--- config.mk ---
export PLATFORM = sky130hd
export DESIGN_NAME = isa_daq_host_if
export DESIGN_NICKNAME = d
export VERILOG_FILES = /design/src/rtl/isa_daq_pkg.sv /design/src/rtl/io_win_decode.sv /design/src/rtl/onehot_dec.sv /design/src/rtl/clk_div.sv /design/src/rtl/isa_daq_host_if.sv
export SDC_FILE = /design/constraint.sdc
export NUM_CORES = 1
export LEC_CHECK = 0
export BUFFER_PORTS_ARGS = -buffer_cell sky130_fd_sc_hd__buf_2
export CAP_MARGIN = 20
export CORE_MARGIN = 2
export CORE_UTILIZATION = 39
export DETAILED_ROUTE_END_ITERATION = 7
export PLACE_DENSITY = 0.83
export SLEW_MARGIN = 10
export SYNTH_ARGS = -nofsm -noshare
export SYNTH_HDL_FRONTEND = slang
export SYNTH_SLANG_ARGS = --single-unit
--- constraint.sdc ---
create_clock -name clk_i -period 2.6 [get_ports clk_i]
set_input_delay 0.26 -clock clk_i [delete_from_list [all_inputs] [get_ports clk_i]]
set_output_delay 0.26 -clock clk_i [all_outputs]
set_load 0.005 [all_outputs]
--- src/rtl/isa_daq_pkg.sv ---
package isa_daq_pkg;
  localparam int unsigned SEL_W = 2;
  localparam int unsigned N_SEL = 1 << SEL_W;

  typedef struct packed {
    logic [3:0]       spare;
    logic [SEL_W-1:0] chan;
    logic [SEL_W-1:0] gain;
  } ctrl_t;

  function automatic int unsigned div_ratio(input int unsigned sys_hz, input int unsigned out_hz);
    return sys_hz / out_hz;
  endfunction
endpackage

--- src/rtl/io_win_decode.sv ---
module io_win_decode #(
  parameter int unsigned ADDR_W   = 10,
  parameter logic [ADDR_W-1:0] WIN_BASE = 10'h310,
  parameter logic [ADDR_W-1:0] WIN_LAST = 10'h31E
) (
  input  logic [ADDR_W-1:0] addr_i,
  input  logic              rd_i,
  input  logic              wr_i,
  output logic              hit_o,
  output logic              cs_rd_o,
  output logic              cs_wr_o
);
  logic in_range;
  assign in_range = (addr_i >= WIN_BASE) && (addr_i <= WIN_LAST);
  // only even (word aligned) addresses respond
  assign hit_o    = in_range && !addr_i[0];
  assign cs_rd_o  = hit_o && rd_i;
  assign cs_wr_o  = hit_o && wr_i;
endmodule

--- src/rtl/onehot_dec.sv ---
module onehot_dec #(
  parameter int unsigned SEL_W = 2,
  localparam int unsigned N = 1 << SEL_W
) (
  input  logic [SEL_W-1:0] sel_i,
  output logic [N-1:0]     oh_o
);
  for (genvar i = 0; i < N; i++) begin : g_bit
    assign oh_o[i] = (sel_i == i[SEL_W-1:0]);
  end
endmodule

--- src/rtl/clk_div.sv ---
module clk_div #(
  parameter int unsigned DIV = 200,
  localparam int unsigned HALF = DIV / 2,
  localparam int unsigned CW = (HALF > 1) ? $clog2(HALF) : 1
) (
  input  logic clk_i,
  input  logic rst_ni,
  output logic clk_o
);
  logic [CW-1:0] cnt_q;
  logic          wrap;

  assign wrap = (cnt_q == CW'(HALF - 1));

  always_ff @(posedge clk_i or negedge rst_ni) begin
    if (!rst_ni) begin
      cnt_q <= '0;
      clk_o <= 1'b0;
    end else if (wrap) begin
      cnt_q <= '0;
      clk_o <= ~clk_o;
    end else begin
      cnt_q <= cnt_q + 1'b1;
    end
  end
endmodule

--- src/rtl/isa_daq_host_if.sv ---
module isa_daq_host_if
  import isa_daq_pkg::*;
#(
  parameter int unsigned ADDR_W      = 10,
  parameter logic [ADDR_W-1:0] WIN_BASE = 10'h310,
  parameter logic [ADDR_W-1:0] WIN_LAST = 10'h31E,
  parameter int unsigned SMP_W       = 12,
  parameter int unsigned BUS_W       = 16,
  parameter int unsigned SYS_CLK_HZ  = 50_000_000,
  parameter int unsigned CONV_CLK_HZ = 250_000,
  localparam int unsigned DIV = div_ratio(SYS_CLK_HZ, CONV_CLK_HZ),
  localparam int unsigned PAD = BUS_W - SMP_W
) (
  input  logic              clk_i,
  input  logic              rst_ni,
  input  logic [ADDR_W-1:0] io_addr_i,
  input  logic              io_rd_i,
  input  logic              io_wr_i,
  input  logic [7:0]        wr_data_i,
  input  logic [SMP_W-1:0]  sample_i,
  output logic [BUS_W-1:0]  rd_data_o,
  output logic              rd_oe_o,
  output logic              cs_rd_o,
  output logic              cs_wr_o,
  output logic              io16_o,
  output logic [N_SEL-1:0]  chan_en_o,
  output logic [N_SEL-1:0]  gain_en_o,
  output logic              conv_clk_o
);
  logic  hit;
  ctrl_t ctrl_q;

  io_win_decode #(.ADDR_W(ADDR_W), .WIN_BASE(WIN_BASE), .WIN_LAST(WIN_LAST)) u_dec (
    .addr_i (io_addr_i),
    .rd_i   (io_rd_i),
    .wr_i   (io_wr_i),
    .hit_o  (hit),
    .cs_rd_o(cs_rd_o),
    .cs_wr_o(cs_wr_o)
  );

  // 16-bit cycle flagged only for reads; writes are byte wide
  assign io16_o    = cs_rd_o;
  assign rd_oe_o   = cs_rd_o;
  assign rd_data_o = cs_rd_o ? {{PAD{1'b0}}, sample_i} : '0;

  always_ff @(posedge clk_i or negedge rst_ni) begin
    if (!rst_ni)      ctrl_q <= '0;
    else if (cs_wr_o) ctrl_q <= ctrl_t'(wr_data_i);
  end

  onehot_dec #(.SEL_W(SEL_W)) u_chan_dec (.sel_i(ctrl_q.chan), .oh_o(chan_en_o));
  onehot_dec #(.SEL_W(SEL_W)) u_gain_dec (.sel_i(ctrl_q.gain), .oh_o(gain_en_o));

  clk_div #(.DIV(DIV)) u_div (.clk_i(clk_i), .rst_ni(rst_ni), .clk_o(conv_clk_o));

  logic unused_hit;
  assign unused_hit = hit;
endmodule

After elaboration in Yosys (flattened, before gate mapping)
Index checks and enable logic that the tools add are counted.
Storage, ports and cells
  logic and storage cells: 24
  input bits: 34
  register bits: 12
Cells by class
  multiplexer cells: 2
  reductions and logical operators: 7
  magnitude comparators: 2
  bitwise gates (word level): 1
  $add $sub $neg: 1
  equality and inequality tests: 7
Operators with widths (count)
  two-way mux 12 bit: 1
  >= comparator 10 bit, second input constant: 1
  less-or-equal comparator 10 bit, second input constant: 1
  equality test 2 bit, second input constant: 4
  adder 7 x 1 -> 7 bit, second input constant: 1
  equality test 7 bit, second input constant: 1
  two-way mux 7 bit: 1
  equality test 2 x 1 -> 1 bit, second input constant: 2
  logical AND 1 bit: 4
  zero test 2 bit: 2
  zero test 1 bit: 1
  NOT 1 bit: 1

Logic depth before layout (Yosys ltp)
  depth after elaboration: 5
  gate-level depth with buffers: 4
  mapped depth without buffers: 4

Cells and area by module
From an unflattened synthesis, not the netlist that was laid out.
Unflattened totals
  cells, all modules: 73
  area, all modules: 738.2 um^2
By module, submodules not included
  clk_div: seq. area each 200.2 um^2, times used 1, area an instance 369.1 um^2, cells each 30
  isa_daq_host_if: seq. area each 100.1 um^2, times used 1, area an instance 274.0 um^2, cells each 28
  onehot_dec: seq. area each 0.0 um^2, times used 2, area an instance 26.3 um^2, cells each 4
  io_win_decode: seq. area each 0.0 um^2, times used 1, area an instance 42.5 um^2, cells each 7

Worst setup path before layout
Ideal clock, no wire load.
  kind: input to output
  from: input io_addr_i[6]
  to: output rd_data_o[10]
  path slack: 0.882 ns
  path buffers: 1
  required time: 2.340 ns
  stages: 4
  data arrival time: 1.458 ns
  cells stage by stage: or4b_4 > nor4_2 > buf_2 > and2_1
On the way
  longest elaborated chain between the ends: 5
  elaborated cells on any way between the ends: 6
  those cells by class: 2 x order compare; 1 x mux; 3 x reduce/logical
RTL lines
  start, declared: line isa_daq_host_if.sv:16  | input logic [ADDR_W-1:0] io_addr_i,
  >= comparator 10 bit or less-or-equal comparator 10 bit (tied branches): line io_win_decode.sv:14  | assign in_range = (addr_i >= WIN_BASE) && (addr_i <= WIN_LAST);
  logical AND 1 bit (*): line io_win_decode.sv:14
  logical AND 1 bit (*): line io_win_decode.sv:16  | assign hit_o = in_range && !addr_i[0];
  logical AND 1 bit (*): line io_win_decode.sv:17  | assign cs_rd_o = hit_o && rd_i;
  via cs_rd_o: line isa_daq_host_if.sv:23  | output logic cs_rd_o,
  two-way mux 12 bit (*): line isa_daq_host_if.sv:45  | assign rd_data_o = cs_rd_o ? {{PAD{1'b0}}, sample_i} : '0;
  end, declared: line isa_daq_host_if.sv:21  | output logic [BUS_W-1:0] rd_data_o,
The timed path passes the listed nets; every way through them passes the cells marked *.

Worst setup path in the final report
  from: input io_addr_i[6]
  to: output rd_data_o[2]
On the way
  longest elaborated chain between the ends: 5
  elaborated cells on any way between the ends: 6
  those cells by class: 2 x order compare; 1 x mux; 3 x reduce/logical
RTL lines (line)
  >= comparator 10 bit or less-or-equal comparator 10 bit (tied branches): io_win_decode.sv:14
  logical AND 1 bit (*): io_win_decode.sv:14
  logical AND 1 bit (*): io_win_decode.sv:16
  logical AND 1 bit (*): io_win_decode.sv:17
  two-way mux 12 bit (*): isa_daq_host_if.sv:45
Every way passes the cells marked *; elsewhere a longest branch is shown, timed or not.

==> results.sh <==
export IMPL_status="completed"
export IMPL_start_kind="input port"
export IMPL_final_hold_viol_count=0
export IMPL_grt_busiest_layer="met2"
export IMPL_arrival_ns=1.70
export IMPL_fp_coreArea_um2=1730
export IMPL_cts_buffers=3
export IMPL_cts_num_sinks=12
export IMPL_die_w_um=47.0
export IMPL_grt_use_total=0.138
export IMPL_cts_root_buf="clkbuf_4"
export IMPL_critPathMaxFanout=12
export IMPL_post_dp_hpwl_um=1300
export IMPL_synthesis_area_um2=721
export IMPL_synthArstFlopShare=1.00
export IMPL_clk_pin_slew_worst_paths_ns=0.07
export IMPL_worstPathRequired_ns=2.34
export IMPL_via_per_inst=4.65
export IMPL_synth_edf_count=0
export IMPL_die_area_um2=2210
export IMPL_hold_slack_ns=0.218
export IMPL_max_freq_mhz=511
export IMPL_final_period_utilization=0.752
export IMPL_grt_ovfl_total=0
export IMPL_grt_pass1_vias=574
export IMPL_cts_max_path_buffers=2
export IMPL_die_h_um=47.0
export IMPL_post_cts_resized=0
export IMPL_synth_top_area_frac=0.417
export IMPL_hold_class="in2reg"
export IMPL_synth_ff_type="dfrtp_1"
export IMPL_dr_pass1_iters=4
export IMPL_finalSetupViolations=0
export IMPL_fin_crit_ns=1.96
export IMPL_cap_violations=0
export IMPL_postSynthAreaPerCell_um2=10.0
export IMPL_io_buffers=51
export IMPL_setup_tns_ns=0
export IMPL_yosys_top_cells_count="15 x and2_1, 12 x dfrtp_1, 6 x buf_4"
export IMPL_synthTopCellsByArea="dfrtp_1 42%, and2_1 13%, buf_4 6.3%"
export IMPL_wl_per_cell_um=10.2
export IMPL_cts_tree="done"
export IMPL_syn_instance_count=72
export IMPL_rsz0062_at_grt="no"
export IMPL_grt_max_degree=13
export IMPL_vias=698
export IMPL_yosys_area_top_type="dfrtp_1"
export IMPL_drtIter0Drc=3
export IMPL_num_rows=15
export IMPL_grt_met1_usage=0.134
export IMPL_ir_drop_mv=0.324
export IMPL_cts_hold_buffers_added=1
export IMPL_nNetsFinal=161
export IMPL_met2_usage=0.266
export IMPL_end_kind="primary output"
export IMPL_drt_total_wl_um=1520
export IMPL_ys_seq_area_frac=0.417
export IMPL_ant_nets=0
export IMPL_antenna_found_initial=0
export IMPL_p_leak_nw=0.577
export IMPL_grt_pass1_wl_um=2150
export IMPL_drive_gt1_frac=0.504
export IMPL_synth_most_common_cell="and2_1"
export IMPL_final_util=0.592
export IMPL_fin_skew_ns=0.00262
export IMPL_drcViolationCount=0
export IMPL_start_util=0.417
export IMPL_clock_latency_ns=0.27
export IMPL_diodes=0
export IMPL_criticalPathCategory="in2out"
export IMPL_drv_slew=0
export IMPL_synth_seq_cells=12
export IMPL_areaGrowthSynthToFinish_pct=41.8
export IMPL_h_tree_depth=1
export IMPL_post_cts_buffers=0
export IMPL_synth_warnings=0
export IMPL_place_congestion=0.795
export IMPL_grtUsageMet3=0.0462
export IMPL_p_per_area_nw_per_um2=383
export IMPL_synth_cell_types=24
export IMPL_io_pins=63
## critical path: stages
cell	delay, ns
buf_2	0.10
or4b_4	0.56
nor4_2	0.33
buf_4	0.22
and2_1	0.13
buf_2	0.10
## layout by cell type, fill, tap and decap left out, drive strengths merged, types with 2 or more instances in the layout
master	n
dfrtp	12
xnor2	3
a21oi	2
clkbuf	4
nor4	2
nand3	2
inv	2
buf	52
nor2b	4
nand2	4
nor2	5
conb	4
mux2	4
and2	15
## final cells by class
cell class                      instances  area, µm²
Clock buffer                            4       36.3
Fill cell                             149        704
Inverter                                2       7.51
Multi-Input combinational cell         54        374
Sequential cell                        12        300
Tap cell                               25       31.3
Timing Repair Buffer                   53        273
## stage by stage
step           cells  worst slack (ns)  instance area [µm²]  power (mW)
4_1_cts          150             0.627                 1020       0.398
6_report         150             0.645                 1020       0.392
2_1_floorplan     75             0.882                  732       0.222
3_3_place_gp     145             0.662                  976       0.249
3_5_place_dp     145             0.627                  976       0.251
5_1_grt          150             0.527                 1020       0.415
## cell families after synthesis
logic type / share of synthesized area
buf+inv: 0.0799
flops: 0.417
mux: 0.0764
compound gates: 0.0208
xor+xnor: 0.0486
fa+ha+maj: 0.0174
simple gates: 0.335
other cells: 0.00520
## sequential cells by signal (all words and copies together) (netlist names)
| signal | cells |
|---|---|
| u_div.clk_o | 1 |
| u_div.cnt_q | 7 |
| ctrl_q | 4 |
## where the power goes
group	internal [mW]	total, mW	leakage (nW)	switching [mW]
Sequential	0.192	0.197	0.152	0.00515
Clock	0.0851	0.144	0.0210	0.0591
Combinational	0.0303	0.0508	0.405	0.0205
## path summary, 6_finish.rpt
| check | start | end | slack [ns] | cells past startpoint |
|---|---|---|---|---|
| max | io_addr_i[6] | rd_data_o[2] | 0.64 | 6 |
| min in group asynchronous | rst_ni | u_div.cnt_q[3]$_DFF_PN0_ | 0.39 | 2 |
| min | wr_data_i[3] | ctrl_q[3]$_DFFE_PN0P_ | 0.22 | 2 |
| max reg2reg | u_div.cnt_q[0]$_DFF_PN0_ | u_div.clk_o$_DFFE_PN0N_ | 1.09 | 4 |
| max in group asynchronous | rst_ni | ctrl_q[2]$_DFFE_PN0P_ | 2.00 | 2 |
| min reg2reg | u_div.clk_o$_DFFE_PN0N_ | u_div.clk_o$_DFFE_PN0N_ | 0.47 | 1 |
## routing by layer
layer  vias to the layer above  wire length, µm
met5                         -                0
met4                         0               13
met3                         3              189
met2                        43              788
met1                       312              531
li1                        340                -
(Power assumes the default switching activity.)
